$ cat src/rtl/adc_port_pkg.sv
package adc_port_pkg;
  typedef enum logic [1:0] {
    PS_IDLE  = 2'd0,
    PS_READY = 2'd1,
    PS_SHIFT = 2'd2
  } port_state_t;
endpackage

$ cat src/rtl/adc_shift_port.sv
module adc_shift_port
  import adc_port_pkg::*;
#(
  parameter int CODE_W = 20
) (
  input  logic                       clk,
  input  logic                       rst_n,
  input  logic                       pre_done,
  input  logic                       conv_done,
  input  logic [CODE_W-1:0]          code,
  input  logic                       sclk_rise,
  output logic                       dout,
  output logic [$clog2(CODE_W+1)-1:0] bit_cnt
);
  localparam int BC_W = $clog2(CODE_W + 1);
  localparam logic [BC_W-1:0] LAST = BC_W'(CODE_W);

  port_state_t       state_q;
  logic [CODE_W-1:0] sreg_q;
  logic [BC_W-1:0]   cnt_q;
  logic              dout_q;

  always_ff @(posedge clk or negedge rst_n) begin
    if (!rst_n) begin
      state_q <= PS_IDLE;
      sreg_q  <= '0;
      cnt_q   <= '0;
      dout_q  <= 1'b1;
    end else if (conv_done) begin
      state_q <= PS_READY;
      sreg_q  <= code;
      cnt_q   <= '0;
      dout_q  <= 1'b0;
    end else if (pre_done) begin
      state_q <= PS_IDLE;
      dout_q  <= 1'b1;
    end else if (sclk_rise && state_q != PS_IDLE) begin
      if (cnt_q == LAST) begin
        state_q <= PS_IDLE;
        dout_q  <= 1'b1;
      end else begin
        state_q <= PS_SHIFT;
        dout_q  <= sreg_q[CODE_W-1];
        sreg_q  <= {sreg_q[CODE_W-2:0], 1'b1};
        cnt_q   <= cnt_q + BC_W'(1);
      end
    end
  end

  assign dout    = dout_q;
  assign bit_cnt = cnt_q;
endmodule

$ cat config.mk
export PLATFORM = sky130hd
export DESIGN_NAME = adc_shift_port
export DESIGN_NICKNAME = d
export VERILOG_FILES = /design/src/rtl/adc_port_pkg.sv /design/src/rtl/adc_shift_port.sv
export SDC_FILE = /design/constraint.sdc
export NUM_CORES = 1
export LEC_CHECK = 0
export BUFFER_PORTS_ARGS = -buffer_cell sky130_fd_sc_hd__buf_2
export CAP_MARGIN = 20
export CORE_UTILIZATION = 49
export CTS_CLUSTER_SIZE = 24
export DETAILED_ROUTE_END_ITERATION = 12
export PLACE_DENSITY = 0.77
export SLEW_MARGIN = 0
export SYNTH_ARGS = -nofsm -noshare
export SYNTH_HDL_FRONTEND = slang
export SYNTH_SLANG_ARGS = --single-unit
$ cat constraint.sdc
create_clock -name clk -period 1.45 [get_ports clk]
set_input_delay 0.0725 -clock clk [delete_from_list [all_inputs] [get_ports clk]]
set_output_delay 0.0725 -clock clk [all_outputs]
set_load 0.05 [all_outputs]
=== Word-level counts from Yosys, hierarchy flattened ===
Cells that the tools add are included.
Widths: inputs -> output; s select.

* Memories kept: 0
* Bits in writable memories: 0
* Logic and storage cells: 29
* Memory bits (read-only): 0
* Input port bits: 25
* Bits in latches: 0
* Bits in registers: 28
* Output and inout bits: 6

* Equality and inequality tests: 3
* Reduce and logical (&&, ||, !) cells: 5
* $mul: 0
* $lt $le $gt $ge: 0
* Div/mod/pow operators: 0
* Multiplexer cells: 16
* Bitwise gates (word level): 0
* $add $sub $neg: 1
* Shift-type cells: 0

{| class="wikitable"
|+ Operator list
! operator !! count
|-
| $mux 20 || 4
|-
| $mux 5 || 4
|-
| $mux 2 || 4
|-
| $add 5x1->5 const B || 1
|-
| $eq 5x5->1 const B || 1
|-
| $mux 1 || 4
|-
| $reduce_bool 2->1 || 2
|-
| $reduce_and 3->1 || 1
|-
| $reduce_bool 3->1 || 1
|-
| $ne 2x1->1 const B || 1
|-
| $ne 2x2->1 const B || 1
|-
| $logic_and 1x1->1 || 1
|}

=== Depth between registers and ports, before layout ===
Gate-level depths: netlist of the first run.

* Depth after elaboration: 5
* Mapped depth: 7
* Gate-level depth less buffers: 5

=== Least setup slack after synthesis of the first run ===
No wires, ideal clock.

* Path type: flip-flop to flip-flop
* From: reg cnt_q[0], in the netlist bit_cnt[0]
* To: reg cnt_q[3], in the netlist bit_cnt[3]
* Slack: -0.532 ns
* Data arrival time: 1.855 ns
* Setup time: 0.128 ns
* Period minus slack after synthesis: 1.982 ns
* Cell stages (with the launch flop): 7
* Path buffers: 1
* Cell sequence: dfrtp_1 > inv_1 > ha_1 > and4b_1 > buf_6 > nor4_4 > mux2_1

* Longest elaborated chain between the ends: 5

{| class="wikitable"
|+ Ends and longest elaborated chain
! item !! RTL line !! source
|-
| start: declaration || adc_shift_port.sv:20 || <nowiki>logic [BC_W-1:0] cnt_q;</nowiki>
|-
| start signal: assignment || adc_shift_port.sv:45 || <nowiki>cnt_q <= cnt_q + BC_W'(1);</nowiki>
|-
| $add 5x1->5 || adc_shift_port.sv:45 ||
|-
| $mux 5 || adc_shift_port.sv:38 || <nowiki>if (cnt_q == LAST) begin</nowiki>
|-
| $mux 5 || adc_shift_port.sv:37 || <nowiki>end else if (sclk_rise && state_q != PS_IDLE) begin</nowiki>
|-
| $mux 5 || adc_shift_port.sv:34 || <nowiki>end else if (pre_done) begin</nowiki>
|-
| $mux 5 || adc_shift_port.sv:29 || <nowiki>end else if (conv_done) begin</nowiki>
|}

Several ways; a longest one is shown, not always the timed one. The select of a mux whose other input is x is not followed.
A chain may end at the register's enable or synchronous reset.

=== Worst setup path after layout of the first run ===
* From: reg cnt_q[1], in the netlist bit_cnt[1]
* To: reg cnt_q[3], in the netlist bit_cnt[3]

The elaborated chain is that of the path after synthesis.

==> summary.md, run 1 <==
| Metric | Value |
|---|---|
| Synth Register Bits | `28` |
| Yosys top cell by area | `dfrtp_1` |
| Clk sinks | `28` |
| Max clock buf depth | `2` |
| Vias in the first global route | `1638` |
| Register area share after synthesis | `43.0%` |
| Grt ovf | `0` |
| Sequential share of power | `around 53%` |
| H-tree levels | `1` |
| Switching share of total power | `between 20 and 30%` |
| Final Cycle Share | `108%` |
| PD cells | `693 nW/um^2` |
| CP Class | `flop to flop` |
| Mapped Area | `roughly 1600 sq um` |
| Req. time, crit path | `1690 ps` |
| Internal power | `around 1.2 mW` |
| Hold_ws | `between 70 and 80 ps` |
| Setup Skew | `between 5 and 6 ps` |
| CP Cell Sequence | `inv_2, ha_4, and4b_2, buf_6, nor4_4, mux2_4` |
| Crit Path Max Fanout | `5` |
| Synthesized Nets | `around 190` |
| Core Region | `a little over 3000 sq um` |
| Avg WL per Cell | `between 15 and 20 microns` |
| Worst relative slew slack | `~55%` |
| Clock power frac | `20.9%` |
| Yosys cell types | `35` |
| Share of cells above drive strength 1 | `between 40% and 50%` |
| CTS buffer count | `3` |
| DP Worst Slack | `-114 ps` |
| RSZ-0062 raised after global routing | `yes` |
| Worst slew pin tran | `between 600 and 700 ps` |
| Leak | `between 1 and 1.5 nW` |
| Area delta synth->final | `44.8%` |
| Status | `complete, but fails checks` |
| Critical path's largest stage delay | `about 400 ps` |
| Antenna violations before repair | `0` |
| Die area | `between 3000 and 4000 sq um` |
| Finish-stage setup viols | `23` |
| Final #Nets | `approximately 250` |
| Net Sw Power | `between 0.4 and 0.5 mW` |
| Initial core utilization | `52.6%` |
| Syn. warnings | `0` |
| Setup ws final | `-113 ps` |
| Final Wtd Congestion | `0.778` |
| Routed wire length | `4600 microns` |
| Period minus WS final | `between 1500 and 2000 ps` |
| Total of max-cap violations | `0` |
| Final hold vios | `0` |
| HP Class | `input port to flop` |
| Rows | `20` |
| Port bufs | `30` |
| Data arrival, critical path | `between 1500 and 2000 ps` |
| Die Ht | `roughly 60 microns` |
| Largest net degree at the start of global routing | `45` |
| Slew Limit Fails | `0` |
| Endpoint class of the critical path | `flop` |
| TritonCTS clock tree | `yes` |
| Highest Clock Rate | `between 0.6 and 0.7 GHz` |
| Detailed Route Iter0 Violations | `approximately 130` |
| Via density | `just over 6` |
| Drt first pass iters | `4` |
| Most common cell after layout, fill and taps aside | `buf_2` |
| First-pass GRT wire length | `between 7000 and 8000 microns` |
| Clk_lat worst skew | `330 ps` |
| Diode count | `0` |
| Syn Area/Cell | `a little over 10 sq um` |
| Root buffer cell | `clkbuf_4` |
| I/O pin cnt | `31` |
| Reg clk slew, reported paths | `150 ps` |
| Worst vdd ir | `0.418 mV` |
| Largest delay share family, worst path | `simple AND/OR/NAND/NOR gates` |
| Slowest library cell on the worst path | `dfrtp_2` |
| Combinational power share | `between 20% and 30%` |
| Post-route ant nets | `0` |
| Post-synth top area share | `about two fifths` |
| DRC Markers | `0` |
| Routed vias | `around 1.6k` |
| CP startpoint kind | `flop` |
| GRT Total Usage | `between 20% and 30%` |
| Die Wd | `around 60 microns` |
| Fill cells | `about 210` |
| Failing checks | `setup timing` |
| Buf+Inv Stages, Crit Path | `2` |
| Largest cells by area after synthesis | `dfrtp_1, a211o_1, a31oi_1` |
| Most frequent cells in the layout | `buf_2, dfrtp_1, dlygate4sd3_1` |
| Post-DP HPWL | `2760 microns` |
| Cells after synthesis | `approximately 160` |
==> tightest hold or removal path, stage by stage <==
cell and delay [ps]:
buf_2 120, inv_1 50, a31o_2 140
==> per-stage QoR <==
step	cells	setup TNS, ps	util (%)	power [mW]	cell area, sq um
floorplan	161	-3530	-	1.11	1740
CTS	265	-1260	74.8	1.63	2320
detailed placement	237	-975	65.2	1.24	2020
global route	265	-2870	76.2	1.71	2360
finish	265	-1450	76.2	1.64	2360
global placement	237	-121	65.2	1.23	2020
==> power groups by stage <==
stage	registers, mW	logic [mW]	clock network (mW)
2_1_floorplan	0.899	0.214	0
3_3_place_gp	0.884	0.342	0
3_5_place_dp	0.889	0.355	0
4_1_cts	0.873	0.406	0.348
5_1_grt	0.879	0.461	0.366
6_report	0.874	0.422	0.343
==> layout make-up <==
cell class	count	area, sq um	share of cell area, %
repair buffers	75	589	24.9
inverters	5	18.8	0.794
flip-flops and latches	28	706	29.9
clock buffers	4	26.3	1.11
multi-input cells	109	968	41.0
well taps	44	55.1	2.33
==> path summary, 6_finish.rpt <==
| check | from | end | slack [ps] | depth (start not counted) |
|---|---|---|---|---|
| setup reg to reg | bit_cnt[1]$_DFFE_PN0P_ | bit_cnt[3]$_DFFE_PN0P_ | -110 | 6 |
| min in group asynchronous | rst_n | bit_cnt[4]$_DFFE_PN0P_ | 280 | 2 |
| hold reg to reg | sreg_q[0]$_DFFE_PN0P_ | sreg_q[0]$_DFFE_PN0P_ | 600 | 2 |
| setup / recovery | bit_cnt[1]$_DFFE_PN0P_ | bit_cnt[3]$_DFFE_PN0P_ | -110 | 6 |
| hold / removal | sclk_rise | state_q[0]$_DFFE_PN0P_ | 80 | 3 |
| max in group asynchronous | rst_n | bit_cnt[1]$_DFFE_PN0P_ | 720 | 2 |
==> metal layers <==
metal / global-route usage [%] / wire (microns) / up-vias / part of all wire (%)
met1: 36.5 / 1920 / 797 / 42
met4: 9.63 / 43 / 0 / 0.93
met2: 48.6 / 2460 / 55 / 54
met5: 0 / 0 / - / 0
li1: - / - / 741 / -
met3: 3.03 / 178 / 6 / 3.9
==> cell families (layout without fill, tap and decap cells) <==
group	Yosys count	count (layout)	synth area share [%]
AO/OA/AOI/OAI	49	49	23.1
adder cells (fa/ha/maj)	2	2	1.53
buffers and inverters	24	84	7.82
flip-flops	28	28	43.0
multiplexers	1	1	0.690
AND/OR/NAND/NOR	57	57	23.8
==> cells in the mapped netlist (all sizes together) <==
library cell / n
o31ai: 3
nor2b: 5
dfstp: 1
o41ai: 1
nor4: 18
ha: 2
a31o: 1
inv: 5
clkbuf: 4
a31oi: 17
o21a: 1
a221o: 4
o21ai: 3
and4b: 1
nand3: 3
nand2: 2
nand2b: 16
nand4: 3
a2111oi: 1
a211o: 14
a21oi: 4
dfrtp: 27
or4: 1
or3: 1
nand4b: 2
nor2: 2
mux2: 1
nor3: 3
buf: 15
==> repair_timing <==
item | 4_1_cts | 5_1_grt
setup endpoints to repair | 19 | 26
setup buffers | 3 | 0
pin swaps | 2 | 1
hold buffers | 21 | 0
hold endpoints to repair | 47 | 0
gates resized for setup | 8 | 8
==> registers in the layout, indices dropped and copies added, names as in the netlist <==
register and count:
state_q 2, sreg_q 20, dout 1, bit_cnt 5
Note: power is estimated with default switching activity, not from simulation.
==> run 2, diff against run 1 <==
Settings changed: CTS_BUF_LIST set to sky130_fd_sc_hd__clkbuf_16.
==> summary.md, run 2 (synthesis gave the netlist of run 1 again) <==
| Metric | Value |
|---|---|
| Failing checks | `setup timing` |
| Via density | `6.28` |
| HP Class | `input port to flop` |
| Worst relative slew slack | `between 50% and 60%` |
| Post-DP HPWL | `between 2000 and 3000 microns` |
| Antenna violations before repair | `0` |
| I/O pin cnt | `31` |
| Core Region | `around 3100 sq um` |
| Max clock buf depth | `2` |
| Highest Clock Rate | `between 0.6 and 0.7 GHz` |
| Area delta synth->final | `34.6%` |
| Slew Limit Fails | `0` |
| Die area | `3570 sq um` |
| Share of cells above drive strength 1 | `between 40% and 50%` |
| Setup Skew | `around 3.3 ps` |
| H-tree levels | `1` |
| GRT Total Usage | `a little over a quarter` |
| DRC Markers | `0` |
| Die Ht | `roughly 60 microns` |
| Endpoint class of the critical path | `flop` |
| Rows | `20` |
| Crit Path Max Fanout | `5` |
| Detailed Route Iter0 Violations | `between 80 and 90` |
| Finish-stage setup viols | `21` |
| CTS buffer count | `3` |
| Status | `complete, but fails checks` |
| PD cells | `858 nW/um^2` |
| Post-route ant nets | `0` |
| Fill cells | `roughly 240` |
| Largest net degree at the start of global routing | `45` |
| Reg clk slew, reported paths | `70 ps` |
| Net Sw Power | `slightly above 0.5 mW` |
| Max FFs per register | `20` |
| Sequential share of power | `between 40% and 50%` |
| First-pass GRT wire length | `just over 7000 microns` |
| TritonCTS clock tree | `yes` |
| Final hold vios | `0` |
| Power, Total | `about 1.9 mW` |
| Drt first pass iters | `4` |
| Period minus WS final | `around 1600 ps` |
| Final Cycle Share | `108%` |
| Internal power | `between 1 and 1.5 mW` |
| Final TNS setup | `-1300 ps` |
| Total of max-cap violations | `0` |
| Vias in the first global route | `between 1.5k and 2k` |
| Avg WL per Cell | `17.8 microns` |
| Die Wd | `~60 microns` |
| Most frequent cells in the layout | `buf_2, dfrtp_1, a31oi_1, buf_4, nand2b_1` |
| Placed cell areas | `2020 sq um` |
| Diode count | `0` |
| Grt ovf | `0` |
| Leak | `between 0.9 and 1 nW` |
| Root buffer cell | `clkbuf_16` |
| Worst vdd ir | `~0.48 mV` |
| Data arrival, critical path | `1710 ps` |
| Clk sinks | `28` |
| Worst slew pin tran | `approximately 670 ps` |
| CP startpoint kind | `flop` |
| Initial core utilization | `a little over half` |
| Clock power frac | `33.8%` |
| Routed vias | `~1.5k` |
| Most common cell after layout, fill and taps aside | `buf_2` |
| Setup ws final | `-109 ps` |
| RSZ-0062 raised after global routing | `yes` |
| Final instance area | `between 2000 and 2500 sq um` |
| Switching share of total power | `27.0%` |
| Final Wtd Congestion | `~0.78` |
| Final #Nets | `229` |
| Routed wire length | `around 4400 microns` |
| CP Class | `flop to flop` |
| Biggest register | `sreg_q` |
| Req. time, crit path | `1600 ps` |
| Port bufs | `30` |
| Clk_lat worst skew | `around 260 ps` |
| Combinational power share | `between 10% and 20%` |
-- run 2: repair_timing --
action	CTS	global route
hold endpoints to repair	27	0
cloned	0	0
gates resized for setup	7	7
hold buffers	1	0
setup buffers	3	0
pin swaps	1	2
endpoints found under the setup margin	18	26
-- run 2: power groups by stage --
stage / Sequential (mW) / Combinational (mW) / Clock (mW)
floorplan: 0.899 / 0.214 / 0
global placement: 0.884 / 0.342 / 0
detailed placement: 0.889 / 0.355 / 0
CTS: 0.874 / 0.364 / 0.640
global route: 0.879 / 0.409 / 0.663
finish: 0.874 / 0.375 / 0.636
-- run 2: cell type report --
cell class / instances / area (sq um) / area share, %
multi-input cells: 109 / 947 / 43.1
flip-flops and latches: 28 / 706 / 32.1
repair buffers: 55 / 393 / 17.9
clock buffers: 3 / 75.1 / 3.41
well taps: 44 / 55.1 / 2.50
inverters: 5 / 18.8 / 0.854
clock inverters: 1 / 3.75 / 0.171
-- run 2: worst max-delay path, cell delays in order (launching register included) --
cell and delay (ps):
dfrtp_2 370, inv_2 50, ha_4 150, and4b_2 230, buf_6 140, nor4_4 180, mux2_4 330
-- run 2: metal layers --
metal / track usage, % / routed length [microns]
met1: 34.3 / 1880
met2: 42.2 / 2230
met3: 5.19 / 181
met4: 12.6 / 72
met5: 0 / 0
-- run 2: path summary, 6_finish.rpt --
path                                              from                endpoint  slack, ps  cells after the start
worst min-delay path                          code[18]  sreg_q[18]$_DFFE_PN0P_         20                      2
max in group asynchronous                        rst_n  bit_cnt[2]$_DFFE_PN0P_        600                      2
worst max register to register  bit_cnt[1]$_DFFE_PN0P_  bit_cnt[3]$_DFFE_PN0P_       -110                      6
worst min register to register   sreg_q[0]$_DFFE_PN0P_   sreg_q[0]$_DFFE_PN0P_        580                      2
worst max-delay path            bit_cnt[1]$_DFFE_PN0P_  bit_cnt[3]$_DFFE_PN0P_       -110                      6
min in group asynchronous                        rst_n  bit_cnt[4]$_DFFE_PN0P_        380                      2
-- run 2: stage by stage --
stage	utilization, %	hold WS, ps	std cells	worst slack, ps
after floorplan	-	-223	161	-196
after global placement	65.2	124	237	-34.8
after detailed placement	65.2	136	237	-114
after CTS	69.8	17.5	245	-85.0
after global routing	70.8	19.4	245	-137
final	70.8	17.7	245	-109
